<file path="config.mk">
export PLATFORM = sky130hd
export DESIGN_NAME = hiwin_decode
export DESIGN_NICKNAME = d
export VERILOG_FILES = /design/src/rtl/hiwin_pkg.sv /design/src/rtl/hiwin_enable_reg.sv /design/src/rtl/hiwin_window_match.sv /design/src/rtl/hiwin_rsp_stage.sv /design/src/rtl/hiwin_decode.sv
export SDC_FILE = /design/constraint.sdc
export NUM_CORES = 1
export LEC_CHECK = 0
export ABC_AREA = 0
export BUFFER_PORTS_ARGS = -buffer_cell sky130_fd_sc_hd__buf_2
export CAP_MARGIN = 0
export CORE_AREA = 10 10 81 83
export CTS_CLUSTER_DIAMETER = 60
export CTS_CLUSTER_SIZE = 20
export DETAILED_ROUTE_END_ITERATION = 6
export DIE_AREA = 0 0 91 93
export PLACE_DENSITY = 0.9
export SLEW_MARGIN = 20
export SYNTH_ARGS = -nofsm -noshare
export SYNTH_HDL_FRONTEND = slang
export SYNTH_SLANG_ARGS = --single-unit
export TNS_END_PERCENT = 10
</file>
<file path="constraint.sdc">
create_clock -name clk -period 2.45 [get_ports clk]
set_clock_uncertainty 0.15 [all_clocks]
set_input_delay 0.3675 -clock clk [delete_from_list [all_inputs] [get_ports clk]]
set_output_delay 0.3675 -clock clk [all_outputs]
set_load 0.1 [all_outputs]
</file>
<file path="src/rtl/hiwin_pkg.sv">
package hiwin_pkg;
  localparam int unsigned DEF_ADDR_W    = 32;
  localparam int unsigned DEF_WIN_BITS  = 5;
  localparam int unsigned DEF_WIN_SHIFT = 23;
  localparam int unsigned DEF_REG_AW    = 12;
  localparam int unsigned DEF_EN_OFS    = 12'h060;

  typedef enum logic [0:0] {
    SEL_NONE   = 1'b0,
    SEL_ENABLE = 1'b1
  } reg_sel_e;
endpackage

</file>
<file path="src/rtl/hiwin_enable_reg.sv">
module hiwin_enable_reg
  import hiwin_pkg::*;
#(
  parameter int unsigned REG_AW = DEF_REG_AW,
  parameter int unsigned DATA_W = 32,
  parameter int unsigned EN_OFS = DEF_EN_OFS
) (
  input  logic                clk,
  input  logic                rst_n,
  input  logic                wr_en,
  input  logic [REG_AW-1:0]   addr,
  input  logic [DATA_W-1:0]   wdata,
  input  logic [DATA_W/8-1:0] wstrb,
  output logic [DATA_W-1:0]   rdata,
  output logic [DATA_W-1:0]   enable
);
  localparam int unsigned LANES = DATA_W / 8;

  reg_sel_e sel;
  logic     wr_hit;

  always_comb begin
    sel = (addr == REG_AW'(EN_OFS)) ? SEL_ENABLE : SEL_NONE;
  end

  assign wr_hit = wr_en && (sel == SEL_ENABLE);

  for (genvar b = 0; b < LANES; b++) begin : g_lane
    logic [7:0] lane_q;
    always_ff @(posedge clk or negedge rst_n) begin
      if (!rst_n) begin
        lane_q <= '0;
      end else if (wr_hit && wstrb[b]) begin
        lane_q <= wdata[b*8 +: 8];
      end
    end
    assign enable[b*8 +: 8] = lane_q;
  end

  always_comb begin
    rdata = '0;
    if (sel == SEL_ENABLE) begin
      rdata = enable;
    end
  end
endmodule

</file>
<file path="src/rtl/hiwin_window_match.sv">
module hiwin_window_match
  import hiwin_pkg::*;
#(
  parameter int unsigned ADDR_W    = DEF_ADDR_W,
  parameter int unsigned WIN_BITS  = DEF_WIN_BITS,
  parameter int unsigned WIN_SHIFT = DEF_WIN_SHIFT,
  parameter int unsigned NUM_WIN   = 1 << WIN_BITS,
  parameter int unsigned TAG_W     = ADDR_W - WIN_SHIFT - WIN_BITS
) (
  input  logic                valid,
  input  logic [ADDR_W-1:0]   addr,
  input  logic                is_mem,
  input  logic [NUM_WIN-1:0]  enable,
  output logic                hit,
  output logic [WIN_BITS-1:0] win
);
  localparam logic [TAG_W-1:0] TOP_TAG = '1;

  logic [TAG_W-1:0]    tag;
  logic [WIN_BITS-1:0] idx;
  logic                in_region;
  logic                unused_low;

  assign tag        = addr[ADDR_W-1 -: TAG_W];
  assign idx        = addr[WIN_SHIFT +: WIN_BITS];
  assign unused_low = ^addr[WIN_SHIFT-1:0];
  assign in_region  = (tag == TOP_TAG);

  always_comb begin
    hit = valid && is_mem && in_region && enable[idx];
    win = hit ? idx : '0;
  end
endmodule

</file>
<file path="src/rtl/hiwin_rsp_stage.sv">
module hiwin_rsp_stage #(
  parameter int unsigned WIN_BITS = 5
) (
  input  logic                clk,
  input  logic                rst_n,
  input  logic                in_valid,
  input  logic                in_claim,
  input  logic [WIN_BITS-1:0] in_win,
  output logic                in_ready,
  output logic                out_valid,
  input  logic                out_ready,
  output logic                out_claim,
  output logic [WIN_BITS-1:0] out_win
);
  assign in_ready = !out_valid || out_ready;

  always_ff @(posedge clk or negedge rst_n) begin
    if (!rst_n) begin
      out_valid <= 1'b0;
      out_claim <= 1'b0;
      out_win   <= '0;
    end else if (in_ready) begin
      out_valid <= in_valid;
      if (in_valid) begin
        out_claim <= in_claim;
        out_win   <= in_win;
      end
    end
  end
endmodule

</file>
<file path="src/rtl/hiwin_decode.sv">
module hiwin_decode
  import hiwin_pkg::*;
#(
  parameter int unsigned ADDR_W    = DEF_ADDR_W,
  parameter int unsigned WIN_BITS  = DEF_WIN_BITS,
  parameter int unsigned WIN_SHIFT = DEF_WIN_SHIFT,
  parameter int unsigned REG_AW    = DEF_REG_AW,
  parameter int unsigned EN_OFS    = DEF_EN_OFS,
  parameter int unsigned NUM_WIN   = 1 << WIN_BITS
) (
  input  logic                 clk,
  input  logic                 rst_n,
  input  logic                 reg_wr_en,
  input  logic [REG_AW-1:0]    reg_addr,
  input  logic [NUM_WIN-1:0]   reg_wdata,
  input  logic [NUM_WIN/8-1:0] reg_wstrb,
  output logic [NUM_WIN-1:0]   reg_rdata,
  input  logic                 req_valid,
  output logic                 req_ready,
  input  logic [ADDR_W-1:0]    req_addr,
  input  logic                 req_is_mem,
  output logic                 comb_claim,
  output logic [WIN_BITS-1:0]  comb_win,
  output logic                 rsp_valid,
  input  logic                 rsp_ready,
  output logic                 rsp_claim,
  output logic [WIN_BITS-1:0]  rsp_win
);
  logic [NUM_WIN-1:0] enable;

  hiwin_enable_reg #(
    .REG_AW(REG_AW),
    .DATA_W(NUM_WIN),
    .EN_OFS(EN_OFS)
  ) u_en (
    .clk   (clk),
    .rst_n (rst_n),
    .wr_en (reg_wr_en),
    .addr  (reg_addr),
    .wdata (reg_wdata),
    .wstrb (reg_wstrb),
    .rdata (reg_rdata),
    .enable(enable)
  );

  hiwin_window_match #(
    .ADDR_W   (ADDR_W),
    .WIN_BITS (WIN_BITS),
    .WIN_SHIFT(WIN_SHIFT)
  ) u_match (
    .valid (req_valid),
    .addr  (req_addr),
    .is_mem(req_is_mem),
    .enable(enable),
    .hit   (comb_claim),
    .win   (comb_win)
  );

  hiwin_rsp_stage #(
    .WIN_BITS(WIN_BITS)
  ) u_rsp (
    .clk      (clk),
    .rst_n    (rst_n),
    .in_valid (req_valid),
    .in_claim (comb_claim),
    .in_win   (comb_win),
    .in_ready (req_ready),
    .out_valid(rsp_valid),
    .out_ready(rsp_ready),
    .out_claim(rsp_claim),
    .out_win  (rsp_win)
  );
endmodule

</file>
# ---- Word-level counts from Yosys, hierarchy flattened
# Index checks and enable logic that the tools add are counted.
dict set report totals {
  out_inout_bits 46
  elab_cells 26
  register_bits 39
  input_bits 86
}
dict set report op_classes {
  n_eq_ne 2
  n_reduce_logical 11
  mux 5
  magnitude_cmp 1
}
# cell n
set ops {}
lappend ops {{32-bit 2-to-1 mux} 1}
lappend ops {{12-bit by 7-bit == test with 1-bit output, second input constant} 1}
lappend ops {{1-bit logical AND} 8}
lappend ops {{5-bit by 6-bit less-than comparator with 1-bit output, second input constant} 1}
lappend ops {{1-bit binary-select mux with 5-bit select} 1}
lappend ops {{5-bit 2-to-1 mux} 1}
lappend ops {{4-bit == test, second input constant} 1}
lappend ops {{1-bit 2-to-1 mux} 2}
lappend ops {{2-bit AND reduction} 1}
lappend ops {{1-bit logical NOT} 1}
lappend ops {{1-bit logical OR} 1}

# ---- Logic depth before layout (Yosys ltp)
dict set report logic_depth {
  ltp_word 4
  depth_mapped 6
  mapped_depth_nobuf 4
}

# ---- Cells and area by module
# A second synthesis with hierarchy kept.
dict set report unflattened {
  hier_cells 166
  hier_area_um2 2200.9
}
# mod cells_each instances seq_area_each_um2 area_per_inst_um2
set modules_own_cells {}
lappend modules_own_cells {hiwin_enable_reg 114 1 800.8 1520.2}
lappend modules_own_cells {hiwin_window_match 36 1 0.0 382.9}
lappend modules_own_cells {hiwin_rsp_stage 16 1 175.2 297.8}

# ---- Least setup slack after synthesis
# Ideal clock, no wire load.
dict set report synth_timing {
  kind {input to output}
  from {input port req_addr[23]}
  to {output port comb_win[0]}
  slack_ns -1.780
  path_stages 6
  arrival_ns 3.713
  n_path_buf 2
  required_ns 1.933
  path_cell_list {buf_2 clkinv_1 mux4_2 a221o_1 buf_6 nor3_1}
}
dict set report synth_via {
  elab_chain_cells 4
}
# item line
set synth_lines {}
lappend synth_lines {{start, declared} hiwin_decode.sv:20} ;# input logic [ADDR_W-1:0] req_addr,
lappend synth_lines {{1-bit binary-select mux with 5-bit select} hiwin_window_match.sv:30} ;# hit = valid && is_mem && in_region && enable[idx];
lappend synth_lines {{1-bit 2-to-1 mux (implied by the code)} hiwin_window_match.sv:30}
lappend synth_lines {{1-bit logical AND} hiwin_window_match.sv:30}
lappend synth_lines {{5-bit 2-to-1 mux (*)} hiwin_window_match.sv:31} ;# win = hit ? idx : '0;
lappend synth_lines {{end, declared} hiwin_decode.sv:23} ;# output logic [WIN_BITS-1:0] comb_win,
# Mark *: on every way between the ends. The rest lies on a longest branch, timed or not. The select of a mux whose other input is x is not followed.

# ---- Final worst setup path
dict set report layout_timing {
  from {register u_en.g_lane[2].lane_q[4]}
  to {output port comb_win[0]}
}
dict set report layout_via {
  elab_chain_cells 4
}
# item line
set layout_lines {}
lappend layout_lines {{start, declared} hiwin_enable_reg.sv:29} ;# logic [7:0] lane_q;
lappend layout_lines {{start signal, assigned} hiwin_enable_reg.sv:34} ;# lane_q <= wdata[b*8 +: 8];
lappend layout_lines {{1-bit binary-select mux with 5-bit select} hiwin_window_match.sv:30}
lappend layout_lines {{1-bit 2-to-1 mux (implied by the code)} hiwin_window_match.sv:30}
lappend layout_lines {{1-bit logical AND} hiwin_window_match.sv:30}
lappend layout_lines {{5-bit 2-to-1 mux} hiwin_window_match.sv:31}
# Every way passes these cells. The select of a mux whose other input is x is not followed.

==> impl_metrics.py <==
metrics = {
    "status": {
        "status": "finished with violations",
        "failed_checks": "setup timing",
    },
    "layout": {
        "nets": 380,
        "final_common_cell": "buf_2",
        "layout_common_cells": "buf_2, buf_12, dfrtp_1",
        "syn_to_final_growth_pct": 70.2,
        "final-instance-count-excl-fill": 364,
        "final_layout_size_suffix_gt1_share_pct": 61.2,
        "antenna_cells": 0,
    },
    "synthesis": {
        "synth.distinct_cells": 28,
        "syn-num-nets": 257,
        "avgSynthCellArea_um2": 12.2,
        "synth_xor_area_share_pct": 0,
        "synthMuxAreaShare_pct": 28.0,
        "synth_compound_area_share_pct": 5.57,
        "synth_top_family_by_area": "multiplexers",
        "synthAdderAreaFrac_pct": 0,
        "syn_area_um2": 2090,
        "yosys.area_share.simple_pct": 16.5,
        "yosysSeqAreaShare_pct": 46.7,
        "synth-seq-cells": 39,
        "syn_inst": 171,
        "yosysWarnings": 0,
    },
    "clock_tree": {
        "cts_buffers": 5,
        "cts_tree": "built",
        "insertion_delay_ps": 280,
        "cts_root_buf": "clkbuf_8",
        "cts_num_sinks": 39,
        "cts.clk_slew.worst_paths_ps": 70,
        "htreeDepth": 2,
        "cts_buffer_depth": 2,
    },
    "floorplan": {
        "dieWidth_um": 91,
        "rows": 26,
        "die_y_um": 93,
        "die-area_um2": 8460,
        "initial_core_util_pct": 41.7,
        "coreArea_um2": 5010,
        "ioPinCount": 132,
    },
    "critical_path": {
        "timing.rr.start": "u_en.g_lane[2].lane_q[4]",
        "crit_start": "u_en.g_lane[2].lane_q[4]",
        "r2r_slack_ps": 240,
        "worstPathArrival_ps": 2150,
        "rr_worst_depth": 6,
        "endpoint": "comb_win[0]",
        "critPathCaptureType": "output pin",
        "worst-path-max-fanout": 9,
        "critical_path_class": "flop to output pin",
        "r2r_end": "u_rsp.out_win[1]",
        "required_ps": 1930,
        "cp-start-kind": "flop",
    },
    "power": {
        "finalPower_mw": 1.25,
        "power_density_nw_per_um2": 350,
        "p_leak_nw": 1.77,
        "ir_drop_uv": 321,
    },
    "placed_design": {
        "hpwl_um": 5440,
        "port_buffers": 108,
        "place_inst": 354,
        "gp_congestion": 0.742,
    },
    "detailed_routing": {
        "ant_nets": 0,
        "drt-met1-wl_um": 2390,
        "drt-total-wl_um": 6500,
        "wl_per_cell_um": 17.9,
        "wl_met2_um": 3420,
        "vias": 1812,
        "route.met3.wl_um": 655,
        "viasPerCell": 4.98,
        "top_layer_used": "met4",
        "firstDrtPassIters": 4,
        "drc": 0,
        "first_iter_violations": 51,
    },
    "timing": {
        "fin_crit_ps": 2670,
        "setup_violations": 6,
        "setup_slack_ps": -217,
        "slew-limit-headroom_pct": 40.4,
        "worstMarginPinSlew_ps": 894,
        "finalCritPeriodShare_pct": 109,
        "rsz0062_at_grt": "true",
        "hold_slack_ps": 45.2,
        "slew_viol_final": 0,
        "hold_viol": 0,
        "tns_ps": -1040,
        "max_freq_ghz": 0.375,
    },
    "grt": {
        "grt_pass1_wl_um": 10600,
        "grt_pass1_vias": 2091,
        "overflow": 0,
        "grt_start_max_net_pins": 40,
        "antenna_found_initial": 0,
        "grt.total_usage_pct": 15.3,
    },
    "min_path": {
        "hold_class": "input port to asynchronous set/reset pin",
    },
    "run": {
        "drv_cap": 0,
    },
}
## flip-flops by register name, indices dropped and copies added, names as in the netlist
signal and count:
u_rsp.out_claim 1, u_en.g_lane.lane_q 32, u_rsp.out_valid 1, u_rsp.out_win 5
## stage by stage
stage | setup slack [ps] | cell area [µm²] | util [%]
after floorplan | -482 | 2160 | -
after global placement | -259 | 3440 | 68.7
after detailed placement | -272 | 3440 | 68.7
after CTS | -241 | 3560 | 71.0
after global routing | -308 | 3560 | 71.0
final | -217 | 3560 | 71.0
## kinds of logic (layout without fill, tap and decap cells)
logic type | count (synthesis) | in the layout
buffers and inverters | 14 | 137
AO/OA/AOI/OAI | 10 | 10
AND/OR/NAND/NOR | 60 | 60
multiplexers | 48 | 48
flip-flops | 39 | 39
## critical path, stage by stage (launching register included)
cell	delay [ps]
dfrtp_1	370
mux2i_1	80
mux4_2	490
a221o_1	370
buf_12	160
nor3_4	200
buf_12	200
## cells in the mapped netlist
library cell / instances / area, µm²
nor3_1: 4 / 20.0
o41ai_1: 2 / 17.5
nor2_1: 4 / 15.0
nor4b_1: 2 / 17.5
buf_6: 2 / 22.5
buf_2: 1 / 5.00
and2_1: 32 / 200
nand2b_1: 2 / 12.5
nor2b_1: 1 / 6.26
mux4_2: 5 / 113
o41ai_2: 2 / 32.5
and4_1: 1 / 8.76
o31ai_1: 2 / 15.0
nor4_1: 1 / 6.26
mux2_2: 33 / 372
and3_1: 1 / 6.26
mux2i_1: 10 / 100
a221o_1: 1 / 10.0
clkinv_1: 1 / 3.75
a221oi_4: 1 / 26.3
nand2_1: 7 / 26.3
nand3_1: 5 / 25.0
a31oi_1: 1 / 6.26
a2bb2oi_1: 1 / 8.76
dfrtp_1: 39 / 976
buf_1: 1 / 3.75
inv_1: 4 / 15.0
clkbuf_1: 5 / 18.8
## where the power goes
group	total (mW)	internal (mW)	switching [mW]
Combinational	0.161	0.0715	0.0892
Sequential	0.647	0.646	0.00150
Clock	0.438	0.221	0.217
## timing repair
action / CTS / global route
gates resized for setup: 2 / 0
pin swaps: 5 / 1
setup buffers: 3 / 0
setup endpoints to repair: 6 / 6
hold buffers: 0 / 0
## final cells by class
cell class	instances	area [µm²]
Multi-Input combinational cell	118	1100
Tap cell	70	87.6
Sequential cell	39	976
Clock buffer	6	82.6
Clock inverter	1	5.00
Inverter	5	23.8
Fill cell	383	1450
Timing Repair Buffer	125	1280
## layer usage
metal	vias up	GRT usage (%)
li1	861	-
met5	-	0
met3	5	6.39
met1	874	16.1
met2	72	28.2
met4	0	3.13
## worst min-delay path by stage
stage | end | slack, ps | cells after the start | from
2_1_floorplan | u_en.g_lane[0].lane_q[0] | -80 | 0 | rst_n
3_3_place_gp | u_rsp.out_win[4] | 310 | 2 | u_rsp.out_win[4]
6_report | u_en.g_lane[0].lane_q[6] | 50 | 1 | rst_n
5_1_grt | u_rsp.out_win[2] | 130 | 1 | rst_n
4_1_cts | u_rsp.out_claim | 80 | 1 | rst_n
3_5_place_dp | u_rsp.out_win[1] | 320 | 2 | u_rsp.out_win[1]
No activity file was read; power rests on OpenSTA's default activity.
